<file path="src/rtl/psr_pkg.sv">
package psr_pkg;
  localparam int unsigned SR_W = 32;
  localparam int unsigned LVL_W = 4;
  localparam int unsigned FD_BIT = 15;
  localparam int unsigned IM_LO = 4;
  localparam logic [SR_W-1:0] SR_WMASK = 32'h0000_83F3;
  localparam logic [SR_W-1:0] SR_RESET = 32'h0000_00F0;

  typedef enum logic [1:0] {
    EXC_NONE = 2'b00,
    EXC_FPU_GEN = 2'b01,
    EXC_FPU_SLOT = 2'b10,
    EXC_IRQ = 2'b11
  } exc_kind_e;

  typedef enum logic [1:0] {
    WSEL_SR = 2'b00,
    WSEL_SSR = 2'b01,
    WSEL_SPC = 2'b10,
    WSEL_NONE = 2'b11
  } wr_sel_e;
endpackage

</file>
<file path="src/rtl/psr_fpu_detect.sv">
module psr_fpu_detect #(
  parameter int unsigned IW = 16,
  parameter bit XFER_AS_FPU = 1'b1
) (
  input  logic [IW-1:0] instr_i,
  input  logic          valid_i,
  input  logic          fd_i,
  input  logic          slot_i,
  output logic          gen_fault_o,
  output logic          slot_fault_o
);
  localparam int unsigned TOP = IW - 4;

  logic [3:0] major;
  logic [7:0] minor;
  logic       arith_op;
  logic       xfer_op;
  logic       fpu_op;

  assign major = instr_i[IW-1:TOP];
  assign minor = instr_i[7:0];
  assign arith_op = (major == 4'hF);

  generate
    if (XFER_AS_FPU) begin : g_xfer
      logic ld_form;
      logic st_form;
      always_comb begin
        ld_form = 1'b0;
        st_form = 1'b0;
        if (major == 4'h4) begin
          unique case (minor)
            8'h5A, 8'h56, 8'h6A, 8'h66, 8'h52, 8'h62: ld_form = 1'b1;
            default: ld_form = 1'b0;
          endcase
        end
        if (major == 4'h0) begin
          st_form = (minor == 8'h5A) || (minor == 8'h6A);
        end
      end
      assign xfer_op = ld_form | st_form;
    end else begin : g_noxfer
      assign xfer_op = 1'b0;
    end
  endgenerate

  if (IW > 12) begin : g_unused
    logic unused_mid;
    assign unused_mid = ^instr_i[TOP-1:8];
  end

  assign fpu_op = valid_i & (arith_op | xfer_op);
  assign gen_fault_o = fpu_op & fd_i & ~slot_i;
  assign slot_fault_o = fpu_op & fd_i & slot_i;
endmodule

</file>
<file path="src/rtl/psr_irq_gate.sv">
module psr_irq_gate #(
  parameter int unsigned LW = 4
) (
  input  logic          req_i,
  input  logic [LW-1:0] lvl_i,
  input  logic [LW-1:0] mask_i,
  input  logic          block_i,
  output logic          take_o
);
  // strictly above mask; equal level stays masked
  assign take_o = req_i & (lvl_i > mask_i) & ~block_i;
endmodule

</file>
<file path="src/rtl/psr_regs.sv">
module psr_regs
  import psr_pkg::*;
#(
  parameter int unsigned PCW = 32
) (
  input  logic             clk_i,
  input  logic             rst_ni,
  input  logic             entry_i,
  input  logic             irq_take_i,
  input  logic             imask_load_i,
  input  logic [LVL_W-1:0] irq_lvl_i,
  input  logic [PCW-1:0]   pc_i,
  input  logic             wr_ok_i,
  input  logic [1:0]       wr_sel_i,
  input  logic [SR_W-1:0]  wr_data_i,
  output logic [SR_W-1:0]  sr_o,
  output logic [SR_W-1:0]  ssr_o,
  output logic [PCW-1:0]   spc_o
);
  logic [SR_W-1:0] sr_q, sr_d;
  logic [SR_W-1:0] ssr_q;
  logic [PCW-1:0]  spc_q;
  logic            do_wr;

  assign do_wr = wr_ok_i & ~entry_i;

  always_comb begin
    sr_d = sr_q;
    if (entry_i) begin
      if (irq_take_i && imask_load_i) sr_d[IM_LO +: LVL_W] = irq_lvl_i;
    end else if (do_wr && wr_sel_i == WSEL_SR) begin
      sr_d = wr_data_i & SR_WMASK;
    end
  end

  always_ff @(posedge clk_i or negedge rst_ni) begin
    if (!rst_ni) sr_q <= SR_RESET;
    else         sr_q <= sr_d;
  end

  // shadow registers carry no reset value
  always_ff @(posedge clk_i) begin
    if (entry_i) begin
      ssr_q <= sr_q;
      spc_q <= pc_i;
    end else if (do_wr) begin
      if (wr_sel_i == WSEL_SSR) ssr_q <= wr_data_i;
      if (wr_sel_i == WSEL_SPC) spc_q <= wr_data_i[PCW-1:0];
    end
  end

  assign sr_o = sr_q;
  assign ssr_o = ssr_q;
  assign spc_o = spc_q;
endmodule

</file>
<file path="src/rtl/psr_unit.sv">
module psr_unit
  import psr_pkg::*;
(
  input  logic        clk_i,
  input  logic        rst_ni,
  input  logic [15:0] instr_i,
  input  logic        instr_valid_i,
  input  logic        in_slot_i,
  input  logic        irq_req_i,
  input  logic [3:0]  irq_lvl_i,
  input  logic        exc_entry_i,
  input  logic [31:0] pc_i,
  input  logic        priv_i,
  input  logic        wr_en_i,
  input  logic [1:0]  wr_sel_i,
  input  logic [31:0] wr_data_i,
  input  logic        imask_load_i,
  output logic [1:0]  exc_kind_o,
  output logic        irq_take_o,
  output logic [31:0] sr_o,
  output logic [31:0] ssr_o,
  output logic [31:0] spc_o
);
  logic gen_f, slot_f, take, entry;
  exc_kind_e kind;

  psr_fpu_detect #(.IW(16), .XFER_AS_FPU(1'b1)) u_det (
    .instr_i(instr_i), .valid_i(instr_valid_i), .fd_i(sr_o[FD_BIT]),
    .slot_i(in_slot_i), .gen_fault_o(gen_f), .slot_fault_o(slot_f)
  );

  psr_irq_gate #(.LW(LVL_W)) u_gate (
    .req_i(irq_req_i), .lvl_i(irq_lvl_i), .mask_i(sr_o[IM_LO +: LVL_W]),
    .block_i(gen_f | slot_f | exc_entry_i), .take_o(take)
  );

  always_comb begin
    if (slot_f)     kind = EXC_FPU_SLOT;
    else if (gen_f) kind = EXC_FPU_GEN;
    else if (take)  kind = EXC_IRQ;
    else            kind = EXC_NONE;
  end

  assign entry = gen_f | slot_f | take | exc_entry_i;

  psr_regs #(.PCW(32)) u_regs (
    .clk_i(clk_i), .rst_ni(rst_ni), .entry_i(entry), .irq_take_i(take),
    .imask_load_i(imask_load_i), .irq_lvl_i(irq_lvl_i), .pc_i(pc_i),
    .wr_ok_i(wr_en_i & priv_i), .wr_sel_i(wr_sel_i), .wr_data_i(wr_data_i),
    .sr_o(sr_o), .ssr_o(ssr_o), .spc_o(spc_o)
  );

  assign exc_kind_o = kind;
  assign irq_take_o = take;
endmodule

</file>
<file path="config.mk">
export PLATFORM = sky130hd
export DESIGN_NAME = psr_unit
export DESIGN_NICKNAME = d
export VERILOG_FILES = /design/src/rtl/psr_pkg.sv /design/src/rtl/psr_fpu_detect.sv /design/src/rtl/psr_irq_gate.sv /design/src/rtl/psr_regs.sv /design/src/rtl/psr_unit.sv
export SDC_FILE = /design/constraint.sdc
export NUM_CORES = 1
export LEC_CHECK = 0
export ABC_AREA = 1
export BUFFER_PORTS_ARGS = -buffer_cell sky130_fd_sc_hd__buf_2
export CAP_MARGIN = 10
export CORE_ASPECT_RATIO = 1.25
export CORE_MARGIN = 1.5
export CORE_UTILIZATION = 40
export CTS_BUF_LIST = sky130_fd_sc_hd__clkbuf_16
export DETAILED_ROUTE_END_ITERATION = 8
export MAX_ROUTING_LAYER = met4
export PLACE_DENSITY = 0.86
export SLEW_MARGIN = 20
export SYNTH_ARGS = -nofsm -noshare
export SYNTH_HDL_FRONTEND = slang
export SYNTH_SLANG_ARGS = --single-unit
export TNS_END_PERCENT = 30
</file>
<file path="constraint.sdc">
create_clock -name clk_i -period 3.1 [get_ports clk_i]
set_input_delay 0.31 -clock clk_i [delete_from_list [all_inputs] [get_ports clk_i]]
set_output_delay 0.31 -clock clk_i [all_outputs]
set_load 0.02 [all_outputs]
</file>
# Word level (Yosys, flattened, before mapping)
# Index checks and enable logic that the tools add are counted.
# classes
n_eq_ne	11
magnitude_cmp	1
muxes	15
n_reduce_logical	14
n_bitwise	17
# op_table
cell	count
two-way mux 32 bit	5
== test 8 x 7 -> 1 bit, second input constant	6
two-way mux 16 bit	1
AND 1 bit	8
two-way mux 4 bit	2
two-way mux 8 bit	1
AND reduction 2 bit	4
nonzero test 2 bit	4
two-way mux 2 bit	3
OR 1 bit	6
OR reduction 6 bit	1
== test 4 x 3 -> 1 bit, second input constant	1
== test 4 bit, second input constant	1
> comparator 4 bit	1
zero test 4 bit	1
two-way mux 1 bit	3
NOT 1 bit	3
== test 2 x 1 -> 1 bit, second input constant	1
== test 2 bit, second input constant	1
logical AND 1 bit	2
zero test 2 bit	1
inequality test 2 bit, second input constant	1
logical OR 1 bit	1
# totals
input_bits	95
regBits	73
word_cells	63
output_inout_bits	99

# Logic depth before layout (Yosys ltp)
# depth
word_depth	20
mapped_depth	15
ltp_nobuf	13

# Hierarchy
# Synthesis repeated with hierarchy kept, for this count alone.
# hier_totals
hier_cells	352
hier_area_um2	3493.4
# modules_own_cells
mod	seq_area_each_um2	n_inst	cells_per_inst	area_each_um2
psr_regs	2152.1	1	295	3226.8
psr_irq_gate	0.0	1	21	117.6
psr_fpu_detect	0.0	1	26	103.8
psr_unit	0.0	1	10	45.0

# Least setup slack after synthesis
# Ideal clock, no wire load.
# synth_timing
kind	flip-flop to flip-flop
from	reg u_regs.sr_q[5] (netlist: u_regs.sr_o[5])
to	reg u_regs.ssr_q[0] (netlist: u_regs.ssr_o[0]) (enable)
period_less_slack_ps	3333
setup_time_ps	658
t_arrival_ps	2675
required_time_ps	2442
path_slack_ps	-233
path_buffers	1
stages_incl_launch_ff	10
cell_sequence	dfstp_2 > inv_1 > ha_1 > inv_1 > nor2_1 > o21ai_0 > a21oi_1 > nor2_4 > buf_2 > o21ai_0
# synth_via
elab_chain_cells	9
elab_cells_between_ends	10
cone_classes	order compare: 1; bitwise: 6; reduce/logical: 3
# synth_lines
element	line	source
from (decl)	psr_regs.sv:20	logic [SR_W-1:0] sr_q, sr_d;
from (signal assigned)	psr_regs.sv:38	else sr_q <= sr_d;
> comparator 4 bit *	psr_irq_gate.sv:11	assign take_o = req_i & (lvl_i > mask_i) & ~block_i;
AND 1 bit * (2 in a row)	psr_irq_gate.sv:11	
OR 1 bit * (2 in a row)	psr_unit.sv:44	assign entry = gen_f | slot_f | take | exc_entry_i;
NOT 1 bit (no line)	n/a	
AND 1 bit	psr_regs.sv:25	assign do_wr = wr_ok_i & ~entry_i;
nonzero test 2 bit (no line)	n/a	
AND reduction 2 bit (no line) *	n/a	
to (signal assigned)	psr_regs.sv:44	ssr_q <= sr_q;
to (signal assigned)	psr_regs.sv:47	if (wr_sel_i == WSEL_SSR) ssr_q <= wr_data_i;
to (decl)	psr_regs.sv:21	logic [SR_W-1:0] ssr_q;
# Every way passes the cells marked *; elsewhere a longest branch is shown, timed or not.
# A chain may end at the register's enable or synchronous reset.

# Worst setup path after layout
# layout_timing
from	reg u_regs.sr_q[5] (netlist: u_regs.sr_o[5])
to	reg u_regs.spc_q[22] (netlist: u_regs.spc_o[22]) (enable)
# layout_via
elab_chain_cells	9
elab_cells_between_ends	10
cone_classes	order compare: 1; bitwise: 6; reduce/logical: 3
# layout_lines
element	line	source
> comparator 4 bit *	psr_irq_gate.sv:11	
AND 1 bit * (2 in a row)	psr_irq_gate.sv:11	
OR 1 bit * (2 in a row)	psr_unit.sv:44	
NOT 1 bit (no line)	n/a	
AND 1 bit	psr_regs.sv:25	
nonzero test 2 bit (no line)	n/a	
AND reduction 2 bit (no line) *	n/a	
to (signal assigned)	psr_regs.sv:45	spc_q <= pc_i;
to (signal assigned)	psr_regs.sv:48	if (wr_sel_i == WSEL_SPC) spc_q <= wr_data_i[PCW-1:0];
to (decl)	psr_regs.sv:22	logic [PCW-1:0] spc_q;
# Marked as above.

==> metrics list <==
* Core Rows: 37
- In this run the remaining antenna-violating nets after routing total 0.
- Initial antenna violation count: 0
- Setup violations remaining at the end of the flow were counted as 0.
* Post-route clock period utilization: 0.851
- Clock transition time at the flip-flop clock pins of the worst setup and hold paths: 50 ps
- Routability cong.: 0.856
- Clock period minus worst slack: approximately 2600 ps
- Via-per-instance ratio: 4.67
* Standard cell with the maximum stage delay on the critical path: dfstp_2
* Area share of the largest cell type after synthesis: 0.560
* Top cells by area in the synthesized netlist: edfxtp_1 56%, nand2_1 9.7%, buf_4 5.3%
* Share of post-route cells with drive strength above 1: 0.393
* Final hold slack: between 200 and 250 ps
- Hold Vio Cnt, Final: 0
* Category of the worst setup path capture point: flip-flop
- Power spread over the standard cell area amounts to 864 nW/um2.
- Floorplan die width: 85.8 um
* Tot Pwr: 4.00 mW
- After synthesis, the share of cell area in mux cells is 0.
- Compared with the post-synthesis result, the final layout area differs by 35.0%.
- Number of buffers on the longest clock path: 2
- Cells traversed along the worst timing path: inv_1 -> ha_1 -> inv_1 -> nor2_1 -> o21ai_0 -> a21oi_1 -> nor2_4 -> o31ai_4 -> buf_4
* CP startpoint kind: flip-flop
- Dominant delay contributor by cell family on the critical path: compound AO/OA/AOI/OAI gates
- Synthesis warning total: 0
- H-tree level count: 3
* Net total in the final layout: slightly above 600
- Wire length of the first global-routing pass: around 12000 um
* Unrepaired setup endpoints after global routing: false
- Simple-gate share of the synthesized area: 0.181
- The tightest min-delay check is of the in2reg type.
- Detailed routing inserted a total of 2843 vias.
* Post-synthesis cell count: 335
- N_diodes: 0
- Area share of fa/ha/maj cells after synthesis: 0.0146
- Biggest area consumer among synthesized cells: edfxtp_1
- Area enclosed by the die boundary: 9150 um2
- For this run, the total global-route usage over all layers was measured as 0.179.
- Crit-path most repeated cell: inv_1
- On the worst path, the slowest cell contributes a delay of 540 ps.
- Clock latency on the worst-skew pair: 330 ps
* Worst-case vdd ir drop: 0.000418 V
- Number of synthesized register bits: 73
- Count of maximum capacitance violations: 0
* Starting density of the core: 0.414
- After floorplanning, the core was sized to cover 8290 um2.
- Entering global routing, the biggest net connects 48 pins.
- Most frequent standard cell in the layout excluding fill and tap cells: buf_2
- Total wire length: 7900 um
- Post-synthesis share of cell area spent on xor and xnor gates: 0
- The total overflow left after global routing is 0.
- Counting the buffers created by CTS gives 9.
- The synthesized netlist occupies a cell area of ~3400 um2.
* Static Leak: about 2.4 nW
- Of all nets on the critical path, the largest fanout is 19.
* Max Clock Freq: 0.379 GHz
- Final design utilization: 0.559
- The number of gates resized after CTS was 0.
- Worst path arrival time: 2710 ps
* Vias in the first global route: 2659
- Total buffers and inverters traversed by the critical path: 3
* Remaining design rule violation count: 0
* Setup TNS: 0 ps
* Highest-count cells in the layout ignoring fill and taps: 166 x buf_2, 89 x nand2_1, 64 x edfxtp_1
* Number of buffers added on ports: 166
* Post-detail-place hpwl: 6180 um
- The tree is rooted in a clkbuf_16.
- After synthesis, the largest family of logic cells by area is simple AND/OR/NAND/NOR gates.
- Number of filler instances in the final layout: 721
- Number of DRC violations after detailed-routing iteration 0: 74
* Average routed wire per standard cell: 13.0 um
- Number of distinct library cell variants in the gate-level netlist after synthesis: 24
* I/O Pins: 194
- First-pass detailed-route iteration total: 4
- Critical path type: reg2reg
* Area fraction in compound gates after synthesis: 0.0507
- Run status: completed
- Part of the Yosys area used for sequential elements: 0.627
- Measured slew at the worst slew-check pin: roughly 1000 ps
- Pins Over Slew Limit: 0
- The worst pin sits at a relative slew slack of 0.303.
* Post-route worst setup slack: approximately 460 ps
- Die Ht: 107 um
- Post-Route Skew: 5.58 ps
- Clock tree from TritonCTS: yes
* Per-instance average area after synthesis: 10.2 um2
- Before CTS, the worst setup slack after placement is between 400 and 500 ps.
- The tree built by TritonCTS fans out to between 70 and 80 sinks.
- Required time of the critical path: 3180 ps
metrics by stage:
step           instance area, um2  cells
2_1_floorplan                3510    357
3_3_place_gp                 4260    591
3_5_place_dp                 4260    591
4_1_cts                      4600    608
5_1_grt                      4630    609
6_report                     4630    609
final cells by class:
class | count | area (um2) | share of cell area
flip-flops and latches | 73 | 2150 | 0.465
multi-input cells | 208 | 955 | 0.206
repair buffers | 174 | 913 | 0.197
clock buffers | 9 | 225 | 0.0486
inverters | 41 | 154 | 0.0332
well taps | 97 | 121 | 0.0262
clock inverters | 7 | 110 | 0.0238
worst paths after layout:
kind	from	endpoint	slack (ps)	cells past startpoint
worst max-delay path	u_regs.sr_o[5]	u_regs.spc_o[22]	460	9
worst min-delay path	wr_data_i[15]	u_regs.sr_o[15]	230	3
worst max register to register	u_regs.sr_o[5]	u_regs.spc_o[22]	460	9
worst min register to register	u_regs.sr_o[0]	u_regs.sr_o[0]	510	2
max in group asynchronous	rst_ni	u_regs.sr_o[4]	2470	2
min in group asynchronous	rst_ni	u_regs.sr_o[0]	370	2
Yosys cell counts:
| cell | n |
|---|---|
| nand4_1 | 3 |
| clkbuf_1 | 1 |
| nand3_1 | 24 |
| nor2_1 | 28 |
| nand3b_1 | 1 |
| dfstp_2 | 4 |
| o31ai_1 | 1 |
| nor3_2 | 1 |
| dfrtp_1 | 5 |
| buf_4 | 24 |
| buf_6 | 7 |
| buf_2 | 3 |
| inv_1 | 40 |
| edfxtp_1 | 64 |
| inv_2 | 1 |
| nor2_4 | 1 |
| o21ai_2 | 3 |
| o21ai_1 | 17 |
| conb_1 | 1 |
| o21ai_0 | 9 |
| a21oi_1 | 2 |
| ha_1 | 4 |
| nand2_2 | 2 |
| nand2_1 | 89 |
metal layers:
metal	global-route usage	vias up	share of wire
li1	-	1394	-
met1	0.186	1271	0.39
met2	0.308	160	0.51
met3	0.0396	18	0.074
met4	0.105	0	0.027
met5	-	-	0
kinds of logic after synthesis:
family | after synthesis
AOI/OAI and AO/OA | 32
adders and majority gates | 4
buffers and inverters | 76
DFF | 73
other | 1
and+or+nand+nor | 149
state kept, by name, summed over array words and instances, names as in the netlist:
signal,count
u_regs.ssr_o,32
u_regs.spc_o,32
u_regs.sr_o,9
power by group:
| part | switching [mW] | internal [mW] |
|---|---|---|
| Combinational | 0.886 | 0.398 |
| Clock | 0.373 | 0.778 |
| Sequential | 0.102 | 1.46 |
what timing repair did:
action | 4_1_cts | 5_1_grt
setup buffers | 0 | 0
hold buffers | 1 | 0
endpoints found under the hold margin | 5 | 0
worst reg2reg max path: cells and delay by family, from the launching register on:
kind                     cells  cell delay (ps)
AO/OA/AOI/OAI                3              700
flip-flops                   1              540
buffers and inverters        3              440
AND/OR/NAND/NOR              2              430
adder cells (fa/ha/maj)      1              280
No activity file was read; power rests on OpenSTA's default activity.
